<file path="src/rtl/sram_wr_pkg.sv">
`timescale 1ns/1ps
package sram_wr_pkg;

  typedef enum logic [2:0] {
    ST_IDLE  = 3'd0,
    ST_ADDR  = 3'd1,
    ST_WLOW  = 3'd2,
    ST_DATA  = 3'd3,
    ST_END   = 3'd4,
    ST_RECOV = 3'd5
  } wr_phase_e;

  // minimum cycle time from one chip-select fall to the next
  function automatic int ns_cycle(input int grade);
    case (grade)
      0:       return 55;
      1:       return 70;
      default: return 85;
    endcase
  endfunction

  // minimum write-enable pulse
  function automatic int ns_pulse(input int grade);
    case (grade)
      0:       return 35;
      1:       return 50;
      default: return 55;
    endcase
  endfunction

  // chip select (and address) to end of write
  function automatic int ns_cs_end(input int grade);
    case (grade)
      0:       return 40;
      1:       return 60;
      default: return 75;
    endcase
  endfunction

  // data setup before end of write
  function automatic int ns_setup(input int grade);
    case (grade)
      0:       return 25;
      1:       return 30;
      default: return 35;
    endcase
  endfunction

  // RAM output turn-off after write enable falls (maximum)
  function automatic int ns_turnoff(input int grade);
    case (grade)
      0:       return 20;
      1:       return 25;
      default: return 30;
    endcase
  endfunction

  function automatic int ns_to_cyc(input int ns, input int clk_ns);
    return (ns + clk_ns - 1) / clk_ns;
  endfunction

  function automatic int imax(input int a, input int b);
    return (a > b) ? a : b;
  endfunction

endpackage

</file>
<file path="src/rtl/sram_wr_timer.sv">
`timescale 1ns/1ps
module sram_wr_timer #(
  parameter int CNT_W = 3
) (
  input  logic             clk,
  input  logic             rst_n,
  input  logic             load,
  input  logic [CNT_W-1:0] load_val,
  output logic             zero
);

  logic [CNT_W-1:0] cnt_q;

  always_ff @(posedge clk or negedge rst_n) begin
    if (!rst_n) begin
      cnt_q <= '0;
    end else if (load) begin
      cnt_q <= load_val;
    end else if (cnt_q != '0) begin
      cnt_q <= cnt_q - 1'b1;
    end
  end

  assign zero = (cnt_q == '0);

  // a running count steps down by one each cycle until it reaches zero
  p_timer_step_r5: assert property (@(posedge clk) disable iff (!rst_n)
    (!load && cnt_q != '0) |=> (cnt_q == $past(cnt_q) - 1'b1));

endmodule

</file>
<file path="src/rtl/sram_wr_ctrl.sv">
`timescale 1ns/1ps
module sram_wr_ctrl
  import sram_wr_pkg::*;
#(
  parameter int PRE_LEN = 2,
  parameter int DAT_LEN = 3,
  parameter int REC_LEN = 1,
  parameter int CNT_W   = 2
) (
  input  logic      clk,
  input  logic      rst_n,
  input  logic      req_valid,
  output logic      req_ready,
  output logic      accept,
  output wr_phase_e nxt_phase,
  output logic      done
);

  localparam logic [CNT_W-1:0] PRE_LD = CNT_W'(PRE_LEN - 1);
  localparam logic [CNT_W-1:0] DAT_LD = CNT_W'(DAT_LEN - 1);
  localparam logic [CNT_W-1:0] REC_LD = CNT_W'(REC_LEN - 1);

  wr_phase_e        phase_q;
  wr_phase_e        phase_d;
  logic             tmr_load;
  logic [CNT_W-1:0] tmr_val;
  logic             tmr_zero;
  logic             done_q;

  sram_wr_timer #(.CNT_W(CNT_W)) u_timer (
    .clk      (clk),
    .rst_n    (rst_n),
    .load     (tmr_load),
    .load_val (tmr_val),
    .zero     (tmr_zero)
  );

  always_comb begin
    phase_d  = phase_q;
    tmr_load = 1'b0;
    tmr_val  = '0;
    case (phase_q)
      ST_IDLE: begin
        if (req_valid) phase_d = ST_ADDR;
      end
      ST_ADDR: begin
        phase_d  = ST_WLOW;
        tmr_load = 1'b1;
        tmr_val  = PRE_LD;
      end
      ST_WLOW: begin
        if (tmr_zero) begin
          phase_d  = ST_DATA;
          tmr_load = 1'b1;
          tmr_val  = DAT_LD;
        end
      end
      ST_DATA: begin
        if (tmr_zero) phase_d = ST_END;
      end
      ST_END: begin
        phase_d  = ST_RECOV;
        tmr_load = 1'b1;
        tmr_val  = REC_LD;
      end
      ST_RECOV: begin
        if (tmr_zero) phase_d = ST_IDLE;
      end
      default: phase_d = ST_IDLE;
    endcase
  end

  always_ff @(posedge clk or negedge rst_n) begin
    if (!rst_n) begin
      phase_q <= ST_IDLE;
      done_q  <= 1'b0;
    end else begin
      phase_q <= phase_d;
      done_q  <= (phase_q == ST_RECOV) && tmr_zero;
    end
  end

  assign req_ready = (phase_q == ST_IDLE);
  assign accept    = req_valid && req_ready;
  assign nxt_phase = phase_d;
  assign done      = done_q;

  // done lasts exactly one cycle
  p_done_once_r9: assert property (@(posedge clk) disable iff (!rst_n)
    done |=> !done);

  // the done cycle is an idle cycle that can take a request
  p_done_ready_r9: assert property (@(posedge clk) disable iff (!rst_n)
    done |-> req_ready);

  // once a cycle has started, the sequencer is not ready next cycle
  p_busy_after_accept_r2: assert property (@(posedge clk) disable iff (!rst_n)
    accept |=> !req_ready);

  // the data phase is only left through the end phase
  p_data_exit_r6: assert property (@(posedge clk) disable iff (!rst_n)
    (phase_q == ST_DATA) |=> (phase_q == ST_DATA || phase_q == ST_END));

endmodule

</file>
<file path="src/rtl/sram_wr_pins.sv">
`timescale 1ns/1ps
module sram_wr_pins
  import sram_wr_pkg::*;
#(
  parameter int ADDR_W      = 15,
  parameter int DATA_W      = 8,
  parameter bit OE_HELD_LOW = 1'b1
) (
  input  logic              clk,
  input  logic              rst_n,
  input  logic              accept,
  input  logic [ADDR_W-1:0] req_addr,
  input  logic [DATA_W-1:0] req_data,
  input  wr_phase_e         nxt_phase,
  output logic              cs_n,
  output logic              we_n,
  output logic              oe_n,
  output logic [ADDR_W-1:0] addr,
  output logic [DATA_W-1:0] dout,
  output logic              dout_en
);

  logic              cs_q;
  logic              we_q;
  logic              de_q;
  logic              oe_q;
  logic [ADDR_W-1:0] addr_q;
  logic [DATA_W-1:0] data_q;
  logic              sel_on;
  logic              wr_on;
  logic              drv_on;

  assign sel_on = (nxt_phase == ST_ADDR) || (nxt_phase == ST_WLOW) ||
                  (nxt_phase == ST_DATA) || (nxt_phase == ST_END);
  assign wr_on  = (nxt_phase == ST_WLOW) || (nxt_phase == ST_DATA);
  assign drv_on = (nxt_phase == ST_DATA) || (nxt_phase == ST_END);

  always_ff @(posedge clk or negedge rst_n) begin
    if (!rst_n) begin
      cs_q   <= 1'b1;
      we_q   <= 1'b1;
      de_q   <= 1'b0;
      addr_q <= '0;
      data_q <= '0;
    end else begin
      cs_q <= !sel_on;
      we_q <= !wr_on;
      de_q <= drv_on;
      if (accept) begin
        addr_q <= req_addr;
        data_q <= req_data;
      end
    end
  end

  generate
    if (OE_HELD_LOW) begin : g_oe_low
      assign oe_q = 1'b0;
    end else begin : g_oe_raise
      always_ff @(posedge clk or negedge rst_n) begin
        if (!rst_n) oe_q <= 1'b0;
        else        oe_q <= sel_on;
      end

      // output enable is already high when write enable falls
      p_oe_before_we_r7: assert property (@(posedge clk) disable iff (!rst_n)
        $fell(we_q) |-> $past(oe_q));

      // output enable stays high across the whole write window
      p_oe_over_we_r7: assert property (@(posedge clk) disable iff (!rst_n)
        !we_q |-> oe_q);
    end
  endgenerate

  assign cs_n    = cs_q;
  assign we_n    = we_q;
  assign oe_n    = oe_q;
  assign addr    = addr_q;
  assign dout    = data_q;
  assign dout_en = de_q;

  // the write window sits inside chip select
  p_we_inside_cs_r4: assert property (@(posedge clk) disable iff (!rst_n)
    !we_q |-> !cs_q);

  // chip select rises one cycle after write enable rises
  p_cs_after_we_r4: assert property (@(posedge clk) disable iff (!rst_n)
    $rose(we_q) |=> $rose(cs_q));

  // chip select was already low before write enable falls
  p_cs_leads_we_r3: assert property (@(posedge clk) disable iff (!rst_n)
    $fell(we_q) |-> $past(!cs_q));

  // address holds while chip select stays low
  p_addr_hold_r3: assert property (@(posedge clk) disable iff (!rst_n)
    (!cs_q && $past(!cs_q)) |-> $stable(addr_q));

  // data is driven at the moment write enable rises
  p_data_at_end_r6: assert property (@(posedge clk) disable iff (!rst_n)
    $rose(we_q) |-> de_q);

  // data is off whenever chip select is high
  p_drive_off_r6: assert property (@(posedge clk) disable iff (!rst_n)
    cs_q |-> !de_q);

endmodule

</file>
<file path="src/rtl/sram_wr_seq.sv">
`timescale 1ns/1ps
module sram_wr_seq
  import sram_wr_pkg::*;
#(
  parameter int ADDR_W      = 15,
  parameter int DATA_W      = 8,
  parameter int CLK_NS      = 10,
  parameter int GRADE       = 0,
  parameter bit OE_HELD_LOW = 1'b1
) (
  input  logic              clk,
  input  logic              rst_n,
  input  logic              wr_valid,
  output logic              wr_ready,
  input  logic [ADDR_W-1:0] wr_addr,
  input  logic [DATA_W-1:0] wr_data,
  output logic              busy,
  output logic              done,
  output logic              mem_cs_n,
  output logic              mem_we_n,
  output logic              mem_oe_n,
  output logic [ADDR_W-1:0] mem_addr,
  output logic [DATA_W-1:0] mem_dout,
  output logic              mem_dout_en
);

  localparam int WC_C   = ns_to_cyc(ns_cycle(GRADE), CLK_NS);
  localparam int WP_C   = ns_to_cyc(ns_pulse(GRADE), CLK_NS);
  localparam int CW_C   = ns_to_cyc(ns_cs_end(GRADE), CLK_NS);
  localparam int DW_C   = ns_to_cyc(ns_setup(GRADE), CLK_NS);
  localparam int HZ_C   = ns_to_cyc(ns_turnoff(GRADE), CLK_NS);
  localparam int LOW_B  = imax(imax(WP_C, CW_C - 1), DW_C + 1);
  localparam int LOW_C  = OE_HELD_LOW ? imax(LOW_B, DW_C + HZ_C) : LOW_B;
  localparam int PRE_C  = LOW_C - DW_C;
  localparam int REC_C  = imax(1, WC_C - (LOW_C + 2));
  localparam int LEN_MX = imax(imax(PRE_C, DW_C), REC_C);
  localparam int CNT_W  = imax(1, $clog2(LEN_MX));

  logic      accept;
  wr_phase_e nxt_phase;

  sram_wr_ctrl #(
    .PRE_LEN (PRE_C),
    .DAT_LEN (DW_C),
    .REC_LEN (REC_C),
    .CNT_W   (CNT_W)
  ) u_ctrl (
    .clk       (clk),
    .rst_n     (rst_n),
    .req_valid (wr_valid),
    .req_ready (wr_ready),
    .accept    (accept),
    .nxt_phase (nxt_phase),
    .done      (done)
  );

  sram_wr_pins #(
    .ADDR_W      (ADDR_W),
    .DATA_W      (DATA_W),
    .OE_HELD_LOW (OE_HELD_LOW)
  ) u_pins (
    .clk       (clk),
    .rst_n     (rst_n),
    .accept    (accept),
    .req_addr  (wr_addr),
    .req_data  (wr_data),
    .nxt_phase (nxt_phase),
    .cs_n      (mem_cs_n),
    .we_n      (mem_we_n),
    .oe_n      (mem_oe_n),
    .addr      (mem_addr),
    .dout      (mem_dout),
    .dout_en   (mem_dout_en)
  );

  assign busy = !wr_ready;

  // window counters for the timing checks
  logic [15:0] low_run_q;
  logic [15:0] cyc_run_q;

  always_ff @(posedge clk or negedge rst_n) begin
    if (!rst_n) begin
      low_run_q <= '0;
      cyc_run_q <= '0;
    end else begin
      if (!mem_we_n) low_run_q <= low_run_q + 1'b1;
      else           low_run_q <= '0;
      if (accept)    cyc_run_q <= 16'd1;
      else if (busy) cyc_run_q <= cyc_run_q + 1'b1;
    end
  end

  // write enable low for exactly the derived number of cycles
  p_we_width_r5: assert property (@(posedge clk) disable iff (!rst_n)
    $rose(mem_we_n) |-> (low_run_q == 16'(LOW_C)));

  // chip-select fall to the earliest next fall covers the cycle minimum
  p_cycle_time_r8: assert property (@(posedge clk) disable iff (!rst_n)
    done |-> (cyc_run_q >= 16'(WC_C)));

endmodule

</file>
<file path="config.mk">
export PLATFORM = sky130hd
export DESIGN_NAME = sram_wr_seq
export DESIGN_NICKNAME = d
export VERILOG_FILES = /design/src/rtl/sram_wr_pkg.sv /design/src/rtl/sram_wr_timer.sv /design/src/rtl/sram_wr_ctrl.sv /design/src/rtl/sram_wr_pins.sv /design/src/rtl/sram_wr_seq.sv
export SDC_FILE = /design/constraint.sdc
export NUM_CORES = 1
export LEC_CHECK = 0
export BUFFER_PORTS_ARGS = -buffer_cell sky130_fd_sc_hd__buf_2
export CAP_MARGIN = 20
export CORE_AREA = 2 2 79 81
export CTS_BUF_LIST = sky130_fd_sc_hd__clkbuf_4 sky130_fd_sc_hd__clkbuf_8 sky130_fd_sc_hd__clkbuf_16
export DETAILED_ROUTE_END_ITERATION = 12
export DIE_AREA = 0 0 81 83
export GPL_TIMING_DRIVEN = 1
export PLACE_DENSITY = 0.5
export REMOVE_ABC_BUFFERS = 1
export SLEW_MARGIN = 20
export SYNTH_ARGS = -nofsm -noshare
export SYNTH_HDL_FRONTEND = slang
export SYNTH_SLANG_ARGS = --single-unit
</file>
<file path="constraint.sdc">
create_clock -name clk -period 2.5 [get_ports clk]
set_input_delay 0.125 -clock clk [delete_from_list [all_inputs] [get_ports clk]]
set_output_delay 0.125 -clock clk [all_outputs]
set_load 0.005 [all_outputs]
</file>
==> out/metrics.json <==
{
  "run_status": {
    "run_status": "finished, final reports clean"
  },
  "global_route": {
    "globalRouteTotalUtil": 0.0797,
    "grtUsageMet3": 0.0348,
    "antenna_found_initial": 0,
    "grt_busiest_layer": "met2",
    "grt_max_degree": 33,
    "grt_first_pass_wirelength_um": 4100,
    "groute.layer.met1.usage": 0.0999,
    "first_global_vias": 847,
    "grt_use_met2": 0.114,
    "global_route.overflow_total": 0
  },
  "clock_network": {
    "ctsLongestPathBuffers": 2,
    "path_clk_slew_ns": 0.07,
    "cts.sink_count": 32,
    "cts-resized-gates": 0,
    "ctsHtreeMaxLevel": 2,
    "cts_root_buffer": "sky130_fd_sc_hd__clkbuf_8",
    "postCtsSetupRepairBufs": 0,
    "tritoncts.num_buffers": 5,
    "clock_latency_on_the_worst_skew_pair_ns": 0.28,
    "cts_tree": "done"
  },
  "power": {
    "power.net_switching_uw": 690,
    "total_leakage_power_uw": 0.000929,
    "switching_share": 0.289,
    "power-per-cell-area_nw_per_um2": 1290,
    "combPwrFrac": 0.378,
    "clkPwrFrac": 0.225,
    "internal-power_uw": 1700,
    "vdd_drop_max_v": 0.000364,
    "pwr-share-seq": 0.396
  },
  "cells_and_area": {
    "areaGrowthSynthToFinish_pct": 28.8,
    "most-common-layout-cells": "sky130_fd_sc_hd__buf_2 (54), sky130_fd_sc_hd__dfrtp_1 (30), sky130_fd_sc_hd__mux2_4 (20)",
    "num-fill-cells": 589,
    "utilization": 0.320,
    "layout_commonest_cell": "sky130_fd_sc_hd__buf_2",
    "post_route_cells_drive_above_1_share": 0.608,
    "num-nets-final": 179,
    "count_of_inserted_antenna_diode_cells": 0
  },
  "synth": {
    "avgSynthCellArea_um2": 14.7,
    "synth_async_sr_flop_share": 1.00,
    "synth_top_flop_cell": "sky130_fd_sc_hd__dfrtp_1",
    "synth-edff-count": 0,
    "synth.cell_area_um2": 1440,
    "postSynthCellCount": 98,
    "yosysSeqAreaShare": 0.556,
    "yosysTopAreaCell": "sky130_fd_sc_hd__dfrtp_1",
    "synth_top_area_frac": 0.520,
    "netlist_cell_types": 34,
    "synth_top_cells_by_area": "sky130_fd_sc_hd__dfrtp_1 (52%), sky130_fd_sc_hd__mux2_4 (21%), sky130_fd_sc_hd__dfstp_2 (3.6%), sky130_fd_sc_hd__buf_12 (2.8%), sky130_fd_sc_hd__mux2_2 (2.3%)",
    "ff_latch_count_synth": 32,
    "yosys_warnings": 0
  },
  "detailed_routing": {
    "vias": 926,
    "drt_drc": 0,
    "drt-pass1-iter-count": 4,
    "via_per_inst": 4.06,
    "wl_per_cell_um": 11.9,
    "final_antenna_net_count": 0,
    "first_iter_violations": 38,
    "wirelength_um": 2710
  },
  "worst_hold_path": {
    "worstHoldStart": "wr_addr[9]",
    "timing.hold.worst.class": "in -> reg",
    "whs_path_depth": 2,
    "worst_hold_path.endpoint": "u_pins.addr[9]"
  },
  "sta": {
    "worst_hold_slack_ns": 0.0694,
    "fin_skew_ns": 0.00674,
    "fin_crit_ns": 1.89,
    "post-route-worst-setup-slack_ns": 0.614,
    "finalHoldViolCount": 0,
    "setup_repair_after_global_routing_missed_its_margin": "false",
    "timing.final.max_slew_violations": 0,
    "worst_slew_margin_rel": 0.534,
    "totalNegativeSetupSlack_ns": 0,
    "timing.fmax_mhz": 530,
    "setup-violations-final": 0,
    "tightestPinTransition_ns": 0.699,
    "period_share": 0.754
  },
  "setup_path": {
    "cp-end-kind": "register",
    "timing.critical_path.from_type": "register",
    "critical_path.max_fanout": 23,
    "critical_path.reg2reg.endpoint": "u_pins.addr[13]",
    "critical_path_class": "reg -> reg",
    "worst_endpoint_required_time_ns": 2.66,
    "reg2reg_setup_slack_ns": 0.61,
    "regToRegStartpoint": "u_ctrl.phase_q[1]",
    "worstPathArrival_ns": 2.05,
    "r2r_cells": 4
  },
  "floorplanning": {
    "die_width_um": 81,
    "fp.coreArea_um2": 5820,
    "num_rows": 28,
    "chipHeight_um": 83,
    "initial_core_utilization": 0.248,
    "boundaryPins": 56,
    "dieArea_um2": 6720
  },
  "flow_run": {
    "maxCapViolCount": 0
  },
  "place": {
    "post-place-ws_ns": 0.615,
    "portbufs": 54,
    "hpwl_um": 1930,
    "routabilityCongestion": 0.717
  }
}
synthesized netlist by cell type, types with 2 or more instances:
cell	n
sky130_fd_sc_hd__a21oi_1	2
sky130_fd_sc_hd__buf_12	2
sky130_fd_sc_hd__clkbuf_1	3
sky130_fd_sc_hd__dfrtp_1	30
sky130_fd_sc_hd__dfstp_2	2
sky130_fd_sc_hd__inv_1	4
sky130_fd_sc_hd__mux2_2	3
sky130_fd_sc_hd__mux2_4	20
sky130_fd_sc_hd__nor2_1	3
sky130_fd_sc_hd__nor2b_1	3
sky130_fd_sc_hd__o21ai_0	3
registers in the layout, indices dropped and copies added (netlist names):
name	count
u_pins.we_n	1
u_pins.cs_n	1
u_ctrl.u_timer.cnt_q	2
u_ctrl.done	1
u_pins.dout_en	1
u_pins.dout	8
u_ctrl.phase_q	3
u_pins.addr	15
layer usage:
metal / part of all wire / wire length, µm
met1: 0.45 / 1220
met2: 0.42 / 1140
met3: 0.11 / 294
met4: 0.021 / 58
met5: 0 / 0
how the worst max path moves through the flow:
stage | from | endpoint | slack (ns) | depth (start not counted)
global placement | u_ctrl.phase_q[1] | u_pins.addr[13] | 0.65 | 4
detailed placement | u_ctrl.phase_q[0] | u_pins.addr[13] | 0.61 | 4
floorplan | u_ctrl.phase_q[1] | u_pins.addr[12] | 0.74 | 4
global route | u_ctrl.phase_q[1] | u_pins.addr[13] | 0.54 | 4
finish | u_ctrl.phase_q[1] | u_pins.addr[13] | 0.61 | 4
CTS | u_ctrl.phase_q[1] | u_pins.addr[13] | 0.60 | 4
layout make-up:
class                   count  area (µm²)  share of cell area
clock buffers               7        96.3              0.0518
clock inverters             1        30.0              0.0162
inverters                   5        18.8              0.0101
multi-input cells          53         537               0.289
flip-flops and latches     32         803               0.432
well taps                  75        93.8              0.0505
repair buffers             55         280               0.151
logic make-up (layout without fill, tap and decap cells):
kind of cell | after synthesis | after routing | synth area share
buf+inv | 13 | 68 | 0.0719
flops | 32 | 32 | 0.556
fa+ha+maj | 1 | 1 | 0.00866
other cells | 1 | 1 | 0.00260
xor+xnor | 1 | 1 | 0.00607
simple gates | 17 | 17 | 0.0745
mux | 23 | 23 | 0.231
compound gates | 10 | 10 | 0.0485
power by group through the flow:
stage	Sequential, µW	Combinational, µW	Clock (µW)
after floorplan	957	562	0
after global placement	944	921	0
after detailed placement	955	914	0
after CTS	947	920	554
after global routing	981	998	576
final	948	905	538
repair_timing:
action,CTS,global route
hold buffers,1,0
endpoints found under the hold margin,30,0
endpoints found under the setup margin,0,0
worst max-delay path, stage by stage, from the launching register on:
cell and delay [ns]:
sky130_fd_sc_hd__dfrtp_1 0.47, sky130_fd_sc_hd__or3_4 0.42, sky130_fd_sc_hd__inv_2 0.06, sky130_fd_sc_hd__and2_4 0.41
sky130_fd_sc_hd__mux2_2 0.39
metrics by stage:
step	cell area, µm²	total power (µW)	instances
3_5_place_dp	1720	1870	219
4_1_cts	1860	2420	228
2_1_floorplan	1360	1520	90
3_3_place_gp	1720	1870	219
6_report	1860	2390	228
5_1_grt	1860	2550	228
Note: power is estimated with default switching activity, not from simulation.
